### config.mk
export PLATFORM = sky130hd
export DESIGN_NAME = can_busoff_recovery
export DESIGN_NICKNAME = d
export VERILOG_FILES = /design/src/rtl/can_busoff_recovery.sv
export SDC_FILE = /design/constraint.sdc
export NUM_CORES = 1
export LEC_CHECK = 0
export CORE_MARGIN = 2
export CORE_UTILIZATION = 60
export CTS_BUF_LIST = sky130_fd_sc_hd__clkbuf_16
export DETAILED_ROUTE_END_ITERATION = 10
export DONT_BUFFER_PORTS = 1
export MAX_ROUTING_LAYER = met4
export PLACE_DENSITY = 0.79
export SLEW_MARGIN = 20
export SYNTH_ARGS = -nofsm -noshare
export SYNTH_HDL_FRONTEND = slang
export SYNTH_SLANG_ARGS = --single-unit
export TNS_END_PERCENT = 30
### constraint.sdc
create_clock -name clk -period 1.9 [get_ports clk]
set_input_delay 0.285 -clock clk [delete_from_list [all_inputs] [get_ports clk]]
set_output_delay 0.285 -clock clk [all_outputs]
set_load 0.01 [all_outputs]
### src/rtl/can_busoff_recovery.sv
module can_busoff_recovery #(
  parameter int RUN_LEN = 11,
  parameter int GROUPS  = 128
) (
  input  logic                         clk,
  input  logic                         rst,
  input  logic                         busoff_enter,
  input  logic                         bit_tick,
  input  logic                         bus_rx,
  input  logic                         hold_sw,
  output logic                         busoff,
  output logic                         recov_done,
  output logic [$clog2(GROUPS+1)-1:0]  grp_cnt
);
  localparam int RUN_W = $clog2(RUN_LEN);
  localparam int GRP_W = $clog2(GROUPS + 1);
  localparam logic [RUN_W-1:0] RUN_LAST = RUN_W'(RUN_LEN - 1);
  localparam logic [GRP_W-1:0] GRP_LAST = GRP_W'(GROUPS - 1);

  typedef enum logic [1:0] {ST_ACTIVE, ST_COUNT, ST_HELD, ST_RESYNC} st_t;

  st_t              st_q;
  logic [RUN_W-1:0] run_q;
  logic [GRP_W-1:0] grp_q;
  logic             hold_lat_q;
  logic             done_q;

  wire run_full = bit_tick && bus_rx && (run_q == RUN_LAST);

  always_ff @(posedge clk) begin
    if (rst) begin
      st_q       <= ST_ACTIVE;
      run_q      <= '0;
      grp_q      <= '0;
      hold_lat_q <= 1'b0;
      done_q     <= 1'b0;
    end else begin
      done_q <= 1'b0;
      if (busoff_enter) begin
        st_q       <= ST_COUNT;
        run_q      <= '0;
        grp_q      <= '0;
        hold_lat_q <= hold_sw;
      end else begin
        case (st_q)
          ST_COUNT: begin
            if (hold_lat_q && !hold_sw)
              hold_lat_q <= 1'b0;
            if (bit_tick) begin
              if (!bus_rx)
                run_q <= '0;
              else if (run_full) begin
                run_q <= '0;
                grp_q <= grp_q + 1'b1;
                if (grp_q == GRP_LAST) begin
                  if (!hold_lat_q || !hold_sw) begin
                    st_q   <= ST_ACTIVE;
                    done_q <= 1'b1;
                  end else
                    st_q <= ST_HELD;
                end
              end else
                run_q <= run_q + 1'b1;
            end
          end
          ST_HELD: begin
            if (!hold_sw) begin
              st_q  <= ST_RESYNC;
              run_q <= '0;
            end
          end
          ST_RESYNC: begin
            if (bit_tick) begin
              if (!bus_rx)
                run_q <= '0;
              else if (run_full) begin
                run_q  <= '0;
                st_q   <= ST_ACTIVE;
                done_q <= 1'b1;
              end else
                run_q <= run_q + 1'b1;
            end
          end
          default: ;
        endcase
      end
    end
  end

  assign busoff     = (st_q != ST_ACTIVE);
  assign recov_done = done_q;
  assign grp_cnt    = grp_q;
endmodule

---- Word-level counts from Yosys, hierarchy flattened ----
Cells that the tools add are included.
cells by class
  add/sub/neg operators ................... 2
  eq/ne operators ......................... 22
  multiplexer cells ....................... 28
  reduce and logical (&&, ||, !) cells .... 19
operator list
  operator                                                         count
  3-bit != test, second input constant                             8
  2-bit two-way mux                                                9
  9-bit AND reduction                                              2
  4-bit two-way mux                                                4
  2-bit != test, second input constant                             8
  1-bit two-way mux                                                12
  8-bit by 1-bit adder with 8-bit output, second input constant    1
  8-bit by 7-bit == test with 1-bit output, second input constant  1
  4-bit case mux with 2 select lines                               1
  2-bit nonzero test                                               4
  2-bit case mux with 3 select lines                               1
  4-bit by 1-bit adder with 4-bit output, second input constant    1
  2-bit == test, second input constant                             2
  4-bit == test, second input constant                             1
  4-bit AND reduction                                              1
  4-bit nonzero test                                               1
  2-bit OR reduction                                               2
  1-bit logical AND                                                3
  3-bit AND reduction                                              1
  3-bit nonzero test                                               1
  2-bit by 1-bit == test with 1-bit output, second input constant  1
  1-bit logical NOT                                                2
  2-bit by 1-bit != test with 1-bit output, second input constant  1
  1-bit case mux with 2 select lines                               1
  2 further kinds                                                  2
word-level totals
  input port bits ......................... 6
  register bits ........................... 16
  output and inout bits ................... 10

---- Longest topological paths before layout ----
  depth in word-level cells ............... 9
  depth in mapped cells ................... 7

---- Worst setup path before layout ----
OpenSTA, ideal clock, no wires.
  path kind ............................... register to register
  from .................................... register grp_q[0], in the netlist grp_cnt[0]
  to ...................................... register st_q[1]
  library setup time ...................... 79 ps
  buffers on the path ..................... 0
  arrival time ............................ 1507 ps
  data required time ...................... 1821 ps
  path slack .............................. 313 ps
  stages on the path, launching flop included .. 6
  cell sequence ........................... dfxtp_1 ha_1 and3b_1 nand4_1 a221o_1 a211oi_2
on the way
  word-level cells in the longest chain between the ends .. 3
RTL lines
  element                                   line  text
  from (decl)                               24    logic [GRP_W-1:0] grp_q;
  from (signal assigned)                    54    grp_q <= grp_q + 1'b1;
  8-bit by 7-bit == test with 1-bit output  55    if (grp_q == GRP_LAST) begin
  2-bit != test (no source line)            n/a
  9-bit AND reduction (no source line)      n/a
  to (signal assigned)                      57    st_q <= ST_ACTIVE;
  to (signal assigned)                      60    st_q <= ST_HELD;
  to (signal assigned)                      68    st_q <= ST_RESYNC;
  to (decl)                                 22    st_t st_q;
Every way passes these cells.
A chain may end at the register's enable or synchronous reset.

---- Worst setup path after layout ----
  from .................................... register st_q[1]
  to ...................................... register grp_q[7], in the netlist grp_cnt[7]
on the way
  word-level cells in the longest chain between the ends .. 2
RTL lines
  element                                   line  text
  from (signal assigned)                    32    st_q <= ST_ACTIVE;
  from (signal assigned)                    40    st_q <= ST_COUNT;
  from (signal assigned)                    57
  2-bit by 1-bit == test with 1-bit output  45    case (st_q)
  4-bit AND reduction (no source line)      n/a
Every way passes these cells.

==> flow_metrics.py <==
metrics = {
    "status": {
        "outcome": "completed",
    },
    "layout": {
        "final_nets": 123,
        "area_growth_pct": 10.8,
        "n_antenna_cell": 0,
        "final_util_pct": 69.1,
        "drive_above_1_share_pct": 10.2,
    },
    "run": {
        "cap_viol_max_count": 0,
    },
    "cts": {
        "cts-root-buf": "clkbuf_16",
        "insertion_delay_ps": 240,
        "postCtsSetupRepairBufs": 0,
        "path_clk_slew_ps": 50,
        "h-tree-depth": 1,
        "clock_sinks": 16,
        "cts_tree": "done",
        "cts_made_buffers": 3,
        "clk_path_buf_depth": 2,
    },
    "timing": {
        "finClkSkew_ps": 0.880,
        "setup_viol": 0,
        "slew_headroom_pct": 74.9,
        "slew_viol_final": 0,
        "hold_viol_final": 0,
        "fin_ws_ps": 116,
        "period_minus_slack_ps": 1780,
        "rsz0062_at_grt": "false",
        "tns_ps": 0,
        "fin_crit_sh_pct": 93.9,
        "max_freq_mhz": 561,
        "worst_slew_pin_slew_ps": 377,
    },
    "logic_synthesis": {
        "synth_area_leader_cell": "dfxtp_1",
        "syn_avg_cell_area_sq_um": 8.75,
        "syn_area_sq_um": 918,
        "synthArstFlopShare_pct": 0,
        "synthDistinctLibCells": 35,
        "yosys-top-cells-area": "dfxtp_1 35%, ha_1 9.5%, nor2_1 6.5%, xor2_1 5.7%, nand4_1 4.1%",
        "synth_ff_type": "dfxtp_1",
        "ys_seq_elements": 16,
        "synth_top_area_share_pct": 34.9,
        "ys_seq_area_share_pct": 34.9,
        "syn_nets": 118,
        "synthTopCellsByCount": "16 x dfxtp_1, 16 x nor2_1, 7 x ha_1",
        "synth_cells": 105,
        "synth_warnings": 0,
        "synth_edf_count": 0,
    },
    "routing": {
        "wl_met1_microns": 788,
        "ant_nets": 0,
        "wl_per_cell_microns": 14.6,
        "drcViolationCount": 0,
        "routed.top_layer": "met4",
        "vias_per_cell": 6.23,
        "wl_met2_microns": 911,
        "wirelength_mm": 1.81,
        "vias": 772,
        "route.met3.wl_microns": 85,
        "first_iter_violations": 10,
        "dr.pass1.iters": 4,
    },
    "critical_path": {
        "path_buf_inv": 1,
        "cp-end-kind": "register",
        "reg2reg_depth": 5,
        "cp_top_family": "simple AND/OR/NAND/NOR gates",
        "critPathKind": "register to register",
        "max_stage_delay_ps": 530,
        "regToRegSetupSlack_ps": 120,
        "crit_path_top_delay_cell": "or4_1",
        "cp_max_fo": 10,
        "crit_chain": "inv_1 -> ha_1 -> nand3_4 -> or4_1 -> a21oi_1",
        "crit_arrival_ps": 1960,
        "worst-path-stages": 5,
        "critPathRequiredTime_ps": 2080,
        "start_kind": "register",
    },
    "global_route": {
        "overflow": 0,
        "grt_pass1_wl_mm": 2.95,
        "grt_usage_pct": 21.2,
        "grt_max_degree": 12,
        "antenna_found_initial": 0,
        "grt_pass1_vias": 696,
    },
    "worst_hold_path": {
        "worstHoldPathType": "input port to register",
        "min_path_cells": 1,
    },
    "floorplan": {
        "initial_core_util_pct": 62.4,
        "core-area_sq_um": 1470,
        "die_h_microns": 43.1,
        "design.die.area_sq_um": 1860,
        "die_x_microns": 43.1,
        "rows": 14,
        "ioPinCount": 16,
    },
    "power_and_ir_drop": {
        "ir_drop_v": 0.000525,
        "totalPowerFinal_uw": 876,
        "p_per_area_nw_per_um2": 861,
        "power_leakage_nw": 0.401,
    },
    "placement": {
        "place.gp.congestion": 0.809,
        "place_ws_ps": 128,
        "port_buffers": 0,
        "dpl.hpwl_mm": 1.31,
    },
}
-- cells by family after synthesis --
logic type / after synthesis / share of synthesized area (%)
AO/OA/AOI/OAI: 19 / 14.8
XOR/XNOR: 7 / 6.68
flip-flops: 16 / 34.9
adder cells (fa/ha/maj): 7 / 9.54
multiplexers: 2 / 2.32
buffers and inverters: 9 / 5.04
AND/OR/NAND/NOR: 45 / 26.7
-- what timing repair did --
item	4_1_cts	5_1_grt
endpoints found under the setup margin	0	1
hold buffers	0	0
resized for setup	0	1
-- path summary, 6_finish.rpt --
kind / from / to
worst max-delay path: st_q[1]$_SDFFE_PP0P_ / grp_cnt[7]$_SDFFE_PP0P_
worst min-delay path: rst / st_q[0]$_SDFFE_PP0P_
worst max register to register: st_q[1]$_SDFFE_PP0P_ / grp_cnt[7]$_SDFFE_PP0P_
worst min register to register: hold_lat_q$_SDFFE_PP0P_ / hold_lat_q$_SDFFE_PP0P_
-- per-stage QoR --
step           instances  cell area, sq um  hold slack [ps]
3_5_place_dp         121               941              361
6_report             124              1020              108
5_1_grt              124              1020              105
4_1_cts              124              1020              107
2_1_floorplan        105               918              358
3_3_place_gp         121               941              359
-- flip-flops by register name, indices dropped and copies added, names as in the netlist --
register    cells
grp_cnt         8
run_q           4
st_q            2
hold_lat_q      1
recov_done      1
-- per-layer routing --
metal / global-route usage (%) / vias to the layer above
met2: 35.2 / 20
met4: 7.27 / 0
li1: - / 382
met5: - / -
met1: 24.3 / 366
met3: 5.96 / 4
-- power by group --
part	switching [mW]	internal, mW
Clock	0.123	0.276
Combinational	0.0703	0.0505
Sequential	0.0104	0.346
-- layout make-up --
class                      instances  area, sq um
multi-input combinational         80          553
fill                             131          454
sequential                        16          320
clock buffer                       3         75.1
timing repair buffer               4         30.0
tap                               16         20.0
inverter                           5         18.8
-- layout by cell type, fill, tap and decap left out, types with 3 or more instances in the layout --
| cell type | n |
|---|---|
| ha_1 | 7 |
| nor2_1 | 16 |
| buf_4 | 4 |
| and3_1 | 4 |
| xor2_1 | 6 |
| inv_1 | 5 |
| a21oi_1 | 3 |
| nand3_1 | 4 |
| nand4_1 | 6 |
| clkbuf_16 | 3 |
| o21ai_0 | 3 |
| nor3_1 | 3 |
| a211oi_1 | 3 |
| dfxtp_1 | 16 |
-- worst reg2reg max path: cells and delay by family, from the launching register on --
kind	cells	cell delay, ps
fa+ha+maj	1	400
flops	1	330
simple gates	2	720
compound gates	1	140
buf+inv	1	130
Power figures use the tool's default switching activity.
